===== src/rtl/lcc_fifo.sv =====
module lcc_fifo #(
  parameter int WIDTH = 8,
  parameter int DEPTH = 4
) (
  input  logic             clk_i,
  input  logic             rst_ni,
  input  logic             flush_i,
  input  logic             push_i,
  input  logic [WIDTH-1:0] data_i,
  input  logic             pop_i,
  output logic [WIDTH-1:0] data_o,
  output logic             full_o,
  output logic             empty_o
);
  localparam int PW = (DEPTH > 1) ? $clog2(DEPTH) : 1;
  localparam int CW = $clog2(DEPTH + 1);

  logic [WIDTH-1:0] slot_q [DEPTH];
  logic [PW-1:0]    wr_q, rd_q;
  logic [CW-1:0]    cnt_q;

  function automatic logic [PW-1:0] bump(input logic [PW-1:0] p);
    return (p == PW'(DEPTH - 1)) ? '0 : p + 1'b1;
  endfunction

  assign full_o  = (cnt_q == CW'(DEPTH));
  assign empty_o = (cnt_q == '0);
  assign data_o  = slot_q[rd_q];

  always_ff @(posedge clk_i) begin
    if (push_i && !flush_i) slot_q[wr_q] <= data_i;
  end

  always_ff @(posedge clk_i or negedge rst_ni) begin
    if (!rst_ni) begin
      wr_q  <= '0;
      rd_q  <= '0;
      cnt_q <= '0;
    end else if (flush_i) begin
      wr_q  <= '0;
      rd_q  <= '0;
      cnt_q <= '0;
    end else begin
      if (push_i) wr_q <= bump(wr_q);
      if (pop_i)  rd_q <= bump(rd_q);
      case ({push_i, pop_i})
        2'b10:   cnt_q <= cnt_q + 1'b1;
        2'b01:   cnt_q <= cnt_q - 1'b1;
        default: cnt_q <= cnt_q;
      endcase
    end
  end

  assert_no_overflow_R2: assert property (@(posedge clk_i) disable iff (!rst_ni)
    push_i |-> !full_o);
  assert_no_underflow_R3: assert property (@(posedge clk_i) disable iff (!rst_ni)
    pop_i |-> !empty_o);
endmodule


===== config.mk =====
export PLATFORM = sky130hd
export DESIGN_NAME = lcc_fifo
export DESIGN_NICKNAME = d
export VERILOG_FILES = /design/src/rtl/lcc_fifo.sv
export SDC_FILE = /design/constraint.sdc
export NUM_CORES = 1
export LEC_CHECK = 0
export BUFFER_PORTS_ARGS = -buffer_cell sky130_fd_sc_hd__buf_2
export CAP_MARGIN = 15
export CORE_MARGIN = 2
export CORE_UTILIZATION = 50
export CTS_CLUSTER_DIAMETER = 30
export DETAILED_ROUTE_END_ITERATION = 8
export PLACE_DENSITY = 0.71
export SLEW_MARGIN = 20
export SYNTH_ARGS = -nofsm -noshare
export SYNTH_HDL_FRONTEND = slang
export SYNTH_SLANG_ARGS = --single-unit

===== constraint.sdc =====
create_clock -name clk_i -period 3.7 [get_ports clk_i]
set_clock_uncertainty 0.1 [all_clocks]
set_input_delay 0.37 -clock clk_i [delete_from_list [all_inputs] [get_ports clk_i]]
set_output_delay 0.37 -clock clk_i [all_outputs]
set_load 0.02 [all_outputs]

# After elaboration in Yosys (flattened, before gate mapping)
# Memory sizes are Yosys's and may differ from the RTL's.
# Cells that the tools add are included.
[totals]
output_inout_bits = 10
mem_count = 1
ram_bits = 32
elab_cells = 29
regBits = 7
input_bits = 13
[classes]
n_reduce_logical = 6
eq_ne = 5
add_sub_neg = 4
mux = 10
[memory_table]
columns = ["memory", "words", "word_bits", "read_ports", "rd_ports_with_merged_regs", "wr", "line", "source"]
rows = [
  ["slot_q", 4, 8, 1, 0, 1, "18", "logic [WIDTH-1:0] slot_q [DEPTH];"],
]
[op_table]
columns = ["op", "count"]
rows = [
  ["two-way mux 2 bit", 6],
  ["== test 2 bit, second input constant", 3],
  ["one-hot mux 3 bit (2 select lines)", 1],
  ["adder 2 x 1 -> 2 bit, second input constant", 2],
  ["nonzero test 2 bit", 2],
  ["adder 3 x 1 -> 3 bit, second input constant", 1],
  ["== test 3 bit, second input constant", 1],
  ["logical NOT 3 bit", 1],
  ["two-way mux 3 bit", 1],
  ["nonzero test 3 bit", 1],
  ["subtractor 3 x 1 -> 3 bit, second input constant", 1],
  ["== test 2 x 1 -> 1 bit, second input constant", 1],
  ["two-way mux 1 bit", 2],
  ["logical AND 1 bit", 1],
  ["logical NOT 1 bit", 1],
]

# Depth between registers and ports, before layout
[depth]
ltp_word = 4
mapped_depth = 6
depth_no_buf = 5

# Worst setup path before layout
# Ideal clock, no wire load.
[synth_path]
path_kind = "input to register"
startpoint = "input port pop_i"
endpoint = "register cnt_q[2]"
path_buffers = 1
required_time_ns = 3.469
setup_time_ns = 0.131
stages = 6
setup_slack_ns = 2.041
arrival_time_ns = 1.428
path_cell_list = "buf_6 nor2b_1 fa_1 and3b_1 nor3_1 nor3b_2"
[synth_between]
elab_chain_cells = 3
elab_cells_between_ends = 5
cone_classes = "eq/ne: 2; mux: 2; reduce/logical: 1"
[synth_lines]
columns = ["element", "line", "source"]
rows = [
  ["start: declaration", "10", "input logic pop_i,"],
  ["== test 2 x 1 -> 1 bit or == test 2 bit (tied branches)", "46", "case ({push_i, pop_i})"],
  ["one-hot mux 3 bit (2 select lines)", "46", ""],
  ["two-way mux 3 bit", "39", "end else if (flush_i) begin"],
  ["end signal: assignment", "47", "2'b10: cnt_q <= cnt_q + 1'b1;"],
  ["end signal: assignment", "48", "2'b01: cnt_q <= cnt_q - 1'b1;"],
  ["end signal: assignment", "49", "default: cnt_q <= cnt_q;"],
  ["end: declaration", "20", "logic [CW-1:0] cnt_q;"],
]
# Parallel ways exist; a longest one is shown, timed or not.
# A chain may end at the register's enable or synchronous reset.

# Worst setup path after layout
[layout_path]
startpoint = "register rd_q[0]"
endpoint = "output port data_o[5]"
[layout_between]
elab_chain_cells = 1
[layout_lines]
columns = ["element", "line", "source"]
rows = [
  ["start: declaration", "19", "logic [PW-1:0] wr_q, rd_q;"],
  ["start signal: assignment", "45", "if (pop_i) rd_q <= bump(rd_q);"],
  ["memory read (4 x 8 bit)", "n/a", ""],
  ["end: declaration", "11", "output logic [WIDTH-1:0] data_o,"],
]
# Every way passes these cells.

==> results.txt <==
----------------------------------------------------
[Critical path]
  Required @ worst endpoint ... ~3200 ps
  Reg-to-reg startpoint ... cnt_q[0]$_DFFE_PN0P_
  Worst Setup Path Type ... reg -> out
  Critical Path Fanout Max ... 11
  Launch point of the worst path ... rd_q[0]$_DFFE_PN0P_
  Capturing element type of the critical path ... output pin
  Worst path arrival time ... about 1800 ps
  Setup crit start kind ... register

[Place]
  Half-perimeter wire length of the detailed placement result ... 1.69 mm
  Cell area reported after detailed placement ... around 0.0018 mm2
  Minimum setup slack after placement ... about 1700 ps
  Count of buffers inserted at the top-level ports ... 22
  Gpl congestion ... about 0.66

[Clocking]
  Clock network latency to the later pin of the worst-skew pair ... around 340 ps
  Clock tree from TritonCTS ... built
  Number of buffers between clock root and the deepest sink ... 2
  Clock transition at path regs ... ~120 ps
  Maximum level of the CTS H-tree ... 2
  Clock tree root driver cell ... sky130_fd_sc_hd__clkbuf_4
  Hold-fix buffers at CTS ... 1
  Number of buffers created by CTS ... 5
  Buffers inserted by post-CTS timing repair ... 0
  Number of gates given a new drive strength after cts ... 0
  Clock sinks ... 39

[Synth]
  Cells taking the most area after synthesis ... sky130_fd_sc_hd__edfxtp_1, sky130_fd_sc_hd__mux4_2, sky130_fd_sc_hd__dfrtp_1
  Fraction of post-synthesis cell area in the top cell type by area ... approximately 60%
  Post-synthesis register bit count ... 39
  Net count after synthesis ... 107
  Area of the mapped netlist ... ~0.0016 mm2
  Top cell type by total area after synthesis ... sky130_fd_sc_hd__edfxtp_1
  Mean cell area of the mapped netlist ... about 19 um2
  Synth Warn # ... 0
  Gate count after technology mapping ... just under 90
  Count of cell types in the netlist ... 21
  Sequential cell area fraction in the yosys report ... between 60% and 70%

[Final layout]
  Fillers ... approximately 230
  Area of all sequential standard cells ... around 0.0011 mm2
  Area growth from synthesis to layout ... 14.5%
  Fraction of layout instances using a drive strength above 1 ... approximately a third
  Non-Filler Cell Area, Final ... approximately 0.0019 mm2
  NumNets Final ... 132
  Footprint of the multi-input gates ... ~460 um2
  Antenna diode count ... 0

[Die]
  Ports placed on the boundary ... 23
  Rows ... 20
  Initial cell density of the core ... between 50% and 60%
  Placeable Area ... 0.00308 mm2
  Die W ... 61.3 um
  Die footprint ... 0.00375 mm2
  Chip Height ... a little over 60 um

[Detailed routing]
  Residual DRC count ... 0
  1st-iter DRT viols ... 17
  Number of vias per cell ... slightly above 5
  Post-DR wirelength/cell ... 15.2 um
  Count of antenna-violating nets left after detailed routing ... 0
  First-pass iteration count of the detailed router ... 5
  Post-Route WL ... about 2.4 mm
  Via Count ... between 800 and 900

[Timing]
  Achievable Freq ... about 440 MHz
  Final Hold Vio Count ... 0
  Number of endpoints failing setup at the final stage ... 0
  Worst slew margin ... about three fifths
  Number of pins with negative max-slew slack in the final report ... 0
  Worst-Margin Slew ... just under 600 ps
  Fin worst setup slack ... ~1400 ps
  Ratio of final minimum period to clock period ... 62.1%
  Total Negative Setup Slacks ... 0 ps
  Final Critical Period ... about 2300 ps
  Worst Hold Margin ... approximately 140 ps
  Setup repair after global routing missed its margin ... false

[Run]
  Max-cap viol count ... 0

[Global route]
  Vias in the first global route ... ~820
  All-layer global routing usage ... 15.4%
  Initial antenna violation count ... 0
  Pin count of the biggest net entering global routing ... 13
  Global-route wire length before repair ... ~3.8 mm
  Total congestion overflow ... 0

[Pwr]
  Areal power density over the cells ... 512 mW/mm2
  Leakage ... ~0.7 nW
  IR Drop Worst-Case VDD ... around 340 uV
  Power Total ... around 0.96 mW

[Min path]
  Startpoint of the worst hold path ... data_i[1]
  Path type of the worst min-delay path ... in -> reg

[Run status]
  Run status ... finished, final reports clean

----------------------------------------------------
[worst paths after layout]
path	endpoint	slack, ps	cells after the start
max in group asynchronous	rd_q[1]$_DFFE_PN0P_	3070	2
worst max-delay path	data_o[5]	1400	2
worst min-delay path	slot_q[2][1]$_DFFE_PP_	140	1
min in group asynchronous	cnt_q[1]$_DFFE_PN0P_	280	2
worst min register to register	wr_q[1]$_DFFE_PN0P_	500	2
worst max register to register	cnt_q[2]$_DFFE_PN0P_	2100	4
[metal layers]
metal	vias to the layer above	share of wire, %	routed length [um]	GRT usage [%]
met5	-	0	0	0
met4	0	1.3	31	8.39
met3	5	3.9	94	4.41
met2	16	53	1270	24.9
met1	409	42	1010	18.6
li1	382	-	-	-
[registers in the layout (all words and copies together), names as in the netlist]
| name | flops |
|---|---|
| cnt_q | 3 |
| slot_q | 32 |
| wr_q | 2 |
| rd_q | 2 |
[synthesized netlist by cell type]
library cell               count
sky130_fd_sc_hd__xor2_2        1
sky130_fd_sc_hd__nor3b_2       1
sky130_fd_sc_hd__buf_2         1
sky130_fd_sc_hd__nor3_1        2
sky130_fd_sc_hd__mux2i_1       5
sky130_fd_sc_hd__mux4_2        8
sky130_fd_sc_hd__and2_1        4
sky130_fd_sc_hd__dfrtp_1       7
sky130_fd_sc_hd__xnor2_1       1
sky130_fd_sc_hd__nor2b_1       2
sky130_fd_sc_hd__buf_6         2
sky130_fd_sc_hd__fa_1          1
sky130_fd_sc_hd__edfxtp_1     32
sky130_fd_sc_hd__ha_1          5
sky130_fd_sc_hd__inv_1         2
sky130_fd_sc_hd__nor3b_1       2
sky130_fd_sc_hd__and3b_1       1
sky130_fd_sc_hd__nor2_1        8
sky130_fd_sc_hd__clkbuf_1      1
sky130_fd_sc_hd__buf_4         1
sky130_fd_sc_hd__o21ai_1       1
[final cells by class]
type	count	area share (%)
Sequential cell	39	60.5
Inverter	2	0.400
Timing Repair Buffer	23	6.40
Multi-Input combinational cell	42	24.3
Clock buffer	6	2.20
Clock inverter	2	3.20
Tap cell	44	2.93
[cell usage in the layout, fill, tap and decap left out, drive strengths merged]
cell,count
nor2b,2
edfxtp,32
nor3b,3
dfrtp,7
buf,22
dlygate4sd3,1
fa,1
and3b,1
and2,4
nor2,8
bufinv,2
xnor2,1
clkbuf,6
nor3,2
mux2i,5
xor2,1
mux4,8
inv,2
o21ai,1
ha,5
[power breakdown]
| group | internal, mW | switching (mW) | leakage [nW] |
|---|---|---|---|
| combinational | 0.0496 | 0.0556 | 0.275 |
| clock | 0.211 | 0.133 | 0.0525 |
| sequential | 0.493 | 0.0190 | 0.383 |
[metrics by stage]
step	util, %	std cells
2_1_floorplan	-	88
3_3_place_gp	57.4	149
3_5_place_dp	57.4	149
4_1_cts	61.0	158
5_1_grt	61.0	158
6_report	61.0	158
[worst max-delay path, stage by stage (launching register included)]
cell,delay (ps)
sky130_fd_sc_hd__dfrtp_1,730
sky130_fd_sc_hd__mux4_2,590
sky130_fd_sc_hd__buf_2,180
[cells by family (layout without fill, tap and decap cells)]
logic type | count (synthesis) | after routing | share of synthesized area [%]
DFF | 39 | 39 | 69.3
and+or+nand+nor | 20 | 20 | 6.95
muxes | 13 | 13 | 14.0
buffers and inverters | 7 | 33 | 2.82
adders and majority gates | 6 | 6 | 5.04
xor gates and xnor gates | 2 | 2 | 1.53
AOI/OAI and AO/OA | 1 | 1 | 0.305
No activity file was read; power rests on OpenSTA's default activity.
